$ cat config.mk
export PLATFORM = sky130hd
export DESIGN_NAME = ext_route_mux
export DESIGN_NICKNAME = d
export VERILOG_FILES = /design/src/rtl/ext_route_pkg.sv /design/src/rtl/ext_route_selbank.sv /design/src/rtl/ext_route_lane.sv /design/src/rtl/ext_route_mux.sv
export SDC_FILE = /design/constraint.sdc
export NUM_CORES = 1
export LEC_CHECK = 0
export ABC_CLOCK_PERIOD_IN_PS = 3240
export BUFFER_PORTS_ARGS = -buffer_cell sky130_fd_sc_hd__buf_2
export CORE_MARGIN = 1
export CORE_UTILIZATION = 50
export CTS_CLUSTER_SIZE = 8
export DETAILED_ROUTE_END_ITERATION = 10
export PLACE_DENSITY = 0.94
export SYNTH_ARGS = -nofsm -noshare
export SYNTH_HDL_FRONTEND = slang
export SYNTH_SLANG_ARGS = --single-unit
$ cat constraint.sdc
create_clock -name clk -period 3.24 [get_ports clk]
set_input_delay 0.324 -clock clk [delete_from_list [all_inputs] [get_ports clk]]
set_output_delay 0.324 -clock clk [all_outputs]
set_load 0.005 [all_outputs]
$ cat src/rtl/ext_route_pkg.sv
// Package: ext_route_pkg
// Shared sizing for the external interrupt source multiplexer.
// Assumes one selection field per line and whole fields per register.
package ext_route_pkg;
    localparam int LINES          = 16;
    localparam int PORTS          = 8;
    localparam int SEL_W          = 4;
    localparam int REG_W          = 32;
    localparam int FIELDS_PER_REG = 4;
    localparam int NUM_REGS       = LINES / FIELDS_PER_REG;

    typedef logic [SEL_W-1:0] sel_code_t;
endpackage

$ cat src/rtl/ext_route_selbank.sv
// Module: ext_route_selbank
// Holds the per-line selection codes in NUM_REGS registers of FIELDS codes
// each. A write stores the low FIELDS*SEL_W bits of the data into the
// addressed register. Higher data bits are discarded.
// Assumes DATA_W >= FIELDS*SEL_W and a synchronous active-low reset.
module ext_route_selbank #(
    parameter int NUM_REGS = 4,
    parameter int FIELDS   = 4,
    parameter int SEL_W    = 4,
    parameter int DATA_W   = 32,
    parameter int IDX_W    = 2
) (
    input  logic                             clk,
    input  logic                             rst_n,
    input  logic                             cfg_we,
    input  logic [IDX_W-1:0]                 cfg_idx,
    input  logic [DATA_W-1:0]                cfg_wdata,
    output logic [NUM_REGS*FIELDS*SEL_W-1:0] sel_flat
);
    localparam int FLD_BITS = FIELDS * SEL_W;

    genvar r;
    generate
        for (r = 0; r < NUM_REGS; r++) begin : g_reg
            logic [FLD_BITS-1:0] fld_q;

            // Load this register's codes on a write addressed to it.
            always_ff @(posedge clk) begin
                if (!rst_n)
                    fld_q <= '0;
                else if (cfg_we && (int'(cfg_idx) == r))
                    fld_q <= cfg_wdata[FLD_BITS-1:0];
            end

            assign sel_flat[r*FLD_BITS +: FLD_BITS] = fld_q;

            // an addressed write lands with upper data bits dropped
            a_r7_write_lands: assert property (@(posedge clk) disable iff (!rst_n)
                (cfg_we && (int'(cfg_idx) == r)) |=> (fld_q == $past(cfg_wdata[FLD_BITS-1:0])));
        end

        if (DATA_W > FLD_BITS) begin : g_hi
            logic unused_hi;
            assign unused_hi = ^cfg_wdata[DATA_W-1:FLD_BITS];
        end
    endgenerate

    // without a write no code moves
    a_r7_hold_without_write: assert property (@(posedge clk) disable iff (!rst_n)
        !cfg_we |=> $stable(sel_flat));

    // the first cycle out of reset sees all codes cleared
    a_r9_codes_cleared: assert property (@(posedge clk) disable iff (!rst_n)
        $rose(rst_n) |-> (sel_flat == '0));
endmodule

$ cat src/rtl/ext_route_lane.sv
// Module: ext_route_lane
// One interrupt line: picks one of NUM_PORTS candidate pins by its code
// and registers the result. Codes at or above NUM_PORTS give 0.
// Assumes NUM_PORTS <= 2**SEL_W.
module ext_route_lane #(
    parameter int NUM_PORTS = 8,
    parameter int SEL_W     = 4
) (
    input  logic                 clk,
    input  logic                 rst_n,
    input  logic [NUM_PORTS-1:0] cand,
    input  logic [SEL_W-1:0]     sel,
    output logic                 line_q
);
    localparam int PIDX_W = (NUM_PORTS > 1) ? $clog2(NUM_PORTS) : 1;

    logic in_range;
    logic pick_d;

    // Decide whether the code names an existing port.
    always_comb in_range = (int'(sel) < NUM_PORTS);

    // Choose the candidate pin, or 0 for an unknown port.
    always_comb pick_d = in_range ? cand[sel[PIDX_W-1:0]] : 1'b0;

    // Register the chosen level for the interrupt controller.
    always_ff @(posedge clk) begin
        if (!rst_n)
            line_q <= 1'b0;
        else
            line_q <= pick_d;
    end

    // an out-of-range code yields a low line one cycle later
    a_r5_out_of_range_low: assert property (@(posedge clk) disable iff (!rst_n)
        (int'(sel) >= NUM_PORTS) |=> (line_q == 1'b0));

    // a valid code makes the line copy that port's pin a cycle later
    a_r4_follows_selected: assert property (@(posedge clk) disable iff (!rst_n)
        (int'(sel) < NUM_PORTS) |=> (line_q == $past(cand[sel[PIDX_W-1:0]])));
endmodule

$ cat src/rtl/ext_route_mux.sv
// Module: ext_route_mux
// Top level: routes pin n of a selectable port onto interrupt line n.
// Inputs are flat, index = port*NUM_LINES + pin. Codes come from the
// selection bank, line n using bits n*SEL_W of the concatenated registers.
// Assumes a synchronous active-low reset.
module ext_route_mux #(
    parameter int NUM_LINES      = ext_route_pkg::LINES,
    parameter int NUM_PORTS      = ext_route_pkg::PORTS,
    parameter int SEL_W          = ext_route_pkg::SEL_W,
    parameter int REG_W          = ext_route_pkg::REG_W,
    parameter int FIELDS_PER_REG = ext_route_pkg::FIELDS_PER_REG
) (
    input  logic                           clk,
    input  logic                           rst_n,
    input  logic                           cfg_we,
    input  logic [1:0]                     cfg_idx,
    input  logic [REG_W-1:0]               cfg_wdata,
    input  logic [NUM_PORTS*NUM_LINES-1:0] pin_in,
    output logic [NUM_LINES-1:0]           line_out
);
    localparam int NUM_REGS = NUM_LINES / FIELDS_PER_REG;
    localparam int SEL_BITS = NUM_REGS * FIELDS_PER_REG * SEL_W;

    logic [SEL_BITS-1:0] sel_flat;

    ext_route_selbank #(
        .NUM_REGS (NUM_REGS),
        .FIELDS   (FIELDS_PER_REG),
        .SEL_W    (SEL_W),
        .DATA_W   (REG_W),
        .IDX_W    (2)
    ) u_selbank (
        .clk       (clk),
        .rst_n     (rst_n),
        .cfg_we    (cfg_we),
        .cfg_idx   (cfg_idx),
        .cfg_wdata (cfg_wdata),
        .sel_flat  (sel_flat)
    );

    genvar n, p;
    generate
        for (n = 0; n < NUM_LINES; n++) begin : g_line
            logic [NUM_PORTS-1:0] cand;

            for (p = 0; p < NUM_PORTS; p++) begin : g_port
                assign cand[p] = pin_in[p*NUM_LINES + n];
            end

            ext_route_lane #(
                .NUM_PORTS (NUM_PORTS),
                .SEL_W     (SEL_W)
            ) u_lane (
                .clk    (clk),
                .rst_n  (rst_n),
                .cand   (cand),
                .sel    (sel_flat[n*SEL_W +: SEL_W]),
                .line_q (line_out[n])
            );
        end
    endgenerate

    // lines are low on the first cycle out of reset
    a_r1_lines_low_after_reset: assert property (@(posedge clk) disable iff (!rst_n)
        $rose(rst_n) |-> (line_out == '0));
endmodule

======== Word level (Yosys, flattened, before mapping) ========
Index checks and enable logic that the tools add are counted.
cells by class
  eq/ne operators ......................... 3
  reductions and logical operators ........ 21
  $lt $le $gt $ge ......................... 32
  multiplexer cells ....................... 32
operators by type and width
  cell                                                                          count
  3-bit by 4-bit less-than comparator with 1-bit output, second input constant  16
  4-bit less-than comparator, second input constant                             16
  1-bit binary-select mux with 3-bit select                                     16
  2-bit AND reduction                                                           16
  1-bit 2-to-1 mux                                                              16
  2-bit == test, second input constant                                          2
  1-bit logical AND                                                             4
  2-bit by 1-bit == test with 1-bit output, second input constant               1
  2-bit logical NOT                                                             1
word-level totals
  bits in registers ....................... 80
  output and inout bits ................... 16
  word-level logic and storage cells ...... 108

======== Logic depth before layout (Yosys ltp) ========
  depth after elaboration ................. 2
  depth in mapped cells ................... 6
  gate-level depth less buffers ........... 3

======== By module ========
From an unflattened synthesis, not the netlist that was laid out.
unflattened totals
  cell total of the unflattened synthesis .. 372
  area, all modules ....................... 3970.1 um^2
modules (own cells, without submodules)
  module             instances  area an instance (um^2)  cells an instance
  ext_route_selbank  1          2368.5                   228
  ext_route_lane     16         100.1                    9

======== Least setup slack after synthesis ========
OpenSTA, ideal clock, no wires.
  path type ............................... input-to-reg
  from .................................... input port cfg_idx[0]
  to ...................................... register u_selbank.g_reg[0].fld_q[10]
  stages .................................. 6
  setup slack ............................. 1.938 ns
  buffers on the path ..................... 3
  arrival time ............................ 1.185 ns
  cells stage by stage .................... buf_2 -> or3b_1 -> buf_2 -> buf_6 -> nand2_1 -> a21boi_1
between the ends
  longest elaborated chain between the ends .. 2
ends and longest elaborated chain
  what                  RTL line                 text
  start, declared       ext_route_mux.sv:16      input logic [1:0] cfg_idx,
  2-bit logical NOT     ext_route_selbank.sv:31  else if (cfg_we && (int'(cfg_idx) == r))
  1-bit logical AND     ext_route_selbank.sv:31
  end signal, assigned  ext_route_selbank.sv:32  fld_q <= cfg_wdata[FLD_BITS-1:0];
  end, declared         ext_route_selbank.sv:25  logic [FLD_BITS-1:0] fld_q;
No other way between the ends.
A chain may end at the register's enable or synchronous reset.

======== Worst setup path after layout ========
  from .................................... input port rst_n
  to ...................................... register g_line[11].u_lane.line_q
between the ends
  longest elaborated chain between the ends .. 1
ends and longest elaborated chain
  what                           RTL line              text
  start, declared                ext_route_mux.sv:14   input logic rst_n,
  2-bit AND reduction (no line)  --
  end signal, assigned           ext_route_lane.sv:31  line_q <= pick_d;
  end, declared                  ext_route_lane.sv:13  output logic line_q
No other way between the ends.

==> results_dict.tcl <==
set metrics [dict create \
    run_status "completed" \
    powerDensity_nw_per_um2 398 \
    post_drt_via_cell_ratio 5.37 \
    cts_hold_buf 0 \
    drt-initial-drc-count 210 \
    finalHoldViolCount 0 \
    dpl-instance-area_sq_um 4870 \
    drive_above_1_share 0.336 \
    grt_pass1_wl_um 16000 \
    worstSetupEndpointType "flop" \
    syn-num-nets 612 \
    place_congestion 0.807 \
    seq_area_frac_synth 0.385 \
    root_buffer "clkbuf_8" \
    setup_tns_ps 0 \
    slew_viol_final 0 \
    syn_avg_cell_area_sq_um 9.31 \
    cp_slowest_stage_delay_ps 790 \
    cts_tree "done" \
    ctsResizeCount 0 \
    placementRows 32 \
    antenna_found_initial 0 \
    drv_cap 0 \
    die_w_um 93.2 \
    hp-class "input pin to flop" \
    wire_per_inst_um 14.6 \
    synthToLayoutAreaGrowth_pct 21.4 \
    clk_pin_slew_worst_paths_ps 80 \
    syn_inst 447 \
    worstMarginPinSlew_ps 1060 \
    io_buffers 164 \
    vias 3708 \
    die-area_sq_um 8690 \
    antennaDiodeCount 0 \
    postLayoutCellArea_sq_um 5050 \
    synthesis.area_sq_um 4160 \
    crit_arrival_ps 1670 \
    fin_crit_sh 0.453 \
    drc_errors 0 \
    place_ws_ps 1420 \
    drtAntennaViolNets 0 \
    grt_setup_unrepaired "no" \
    grt_max_degree 76 \
    skew_ps 11.3 \
    wl_um 10100 \
    ios 181 \
    crit_slowest_cell "buf_2" \
    worstSetupPathType "input pin to flop" \
    synth_warnings 0 \
    drt_pass1_iterations 4 \
    place_hpwl_um 7810 \
    total_power_mw 2.01 \
    ir_drop_mv 0.201 \
    synth-seq-cells 80 \
    path_buf_inv 1 \
    clock_latency_ps 330 \
    post_cts_buffers 0 \
    relSlewSlack 0.292 \
    path_cells "buf_2 > nand2b_1 > a2111oi_1" \
    overflow 0 \
    clock-sinks 80 \
    p_leak_nw 2.11 \
    setup_slack_ps 1770 \
    initial_utilization 0.528 \
    max_freq_mhz 682 \
    cp.required_ps 3440 \
    fp.dieH_um 93.2 \
    start_kind "input pin" \
    grt_pass1_vias 3599 \
    cts_buffers 9 \
    period_needed_ps 1470 \
    design.final.nets 749 \
    final_core_util 0.641 \
    core_sq_um 7890 \
    track_usage 0.233 \
    synthDistinctLibCells 22 \
    worstPathMaxFanout 75 \
    cts_htree_levels 3 \
    cts_buffer_depth 2 \
    crit_family "buffers and inverters" \
    finalSetupViolations 0 \
]
sequential cells by signal, indices dropped and copies added, names as in the netlist:
register,flops
g_line.u_lane.line_q,16
u_selbank.g.fld_q,64
kinds of logic (layout without fill, tap and decap cells):
kind of cell | after synthesis | after routing | share of synthesized area
AO/OA/AOI/OAI | 96 | 96 | 0.188
buffers and inverters | 55 | 197 | 0.0739
flip-flops | 80 | 80 | 0.385
multiplexers | 32 | 32 | 0.144
AND/OR/NAND/NOR | 184 | 184 | 0.210
power by group:
part / switching [mW] / internal (mW)
sequential: 0.0301 / 1.03
clock: 0.367 / 0.302
combinational: 0.123 / 0.165
total: 0.520 / 1.49
worst min-delay path, stage by stage:
cell and delay (ps):
buf_2 130, nand2_1 60, a21boi_1 50
cell usage in the layout (no fill, tap or decap), drive strengths merged:
cell type,instances
buf,165
nand2,128
dfxtp,80
a21boi,64
a2111oi,32
inv,17
nor3b,17
mux4,16
nand2b,16
mux2,16
nor2b,16
clkbuf,10
clkinv,4
and3b,2
nand3b,2
and3,1
nand3,1
or3b,1
clkinvlp,1
final timing paths:
kind,from,endpoint,slack [ps],cells after the start
max reg2reg,u_selbank.g_reg[2].fld_q[12],g_line[11].u_lane.line_q,1950,3
min reg2reg,u_selbank.g_reg[3].fld_q[7],u_selbank.g_reg[3].fld_q[7],460,2
min,cfg_wdata[3],u_selbank.g_reg[2].fld_q[3],270,3
max,rst_n,g_line[11].u_lane.line_q,1770,3
cells in the mapped netlist:
cell       instances  area [sq um]
a2111oi_0         16           140
a2111oi_1         16           160
a21boi_0          28           210
a21boi_1          36           270
and3_1             1          6.26
and3b_1            2          17.5
buf_2             12          60.1
buf_4             19           143
buf_6              2          22.5
clkbuf_1           6          22.5
dfxtp_1           80          1600
inv_1             16          60.1
mux2_2            16           180
mux4_1            16           420
nand2_1          128           480
nand2b_1          16           100
nand3_1            1          5.00
nand3b_1           2          15.0
nor2b_1           16           100
nor3b_1           16           120
nor3b_4            1          18.8
or3b_1             1          8.76
area by class of cell:
type	count	area (sq um)
Tap cell	102	128
Clock buffer	10	138
Sequential cell	80	1600
Inverter	16	60.1
Timing Repair Buffer	165	828
Clock inverter	6	43.8
Fill cell	665	2840
Multi-Input combinational cell	312	2250
per-stage QoR:
stage               instances  hold WS, ps
detailed placement        675          447
global route              691          250
global placement          675          439
CTS                       691          259
finish                    691          267
floorplan                 447          430
per-layer routing:
layer | track usage | routed length (um)
met4 | 0.0859 | 168
met5 | 0 | 0
met1 | 0.275 | 4000
met3 | 0.0276 | 566
met2 | 0.430 | 5350
No activity file was read; power rests on OpenSTA's default activity.
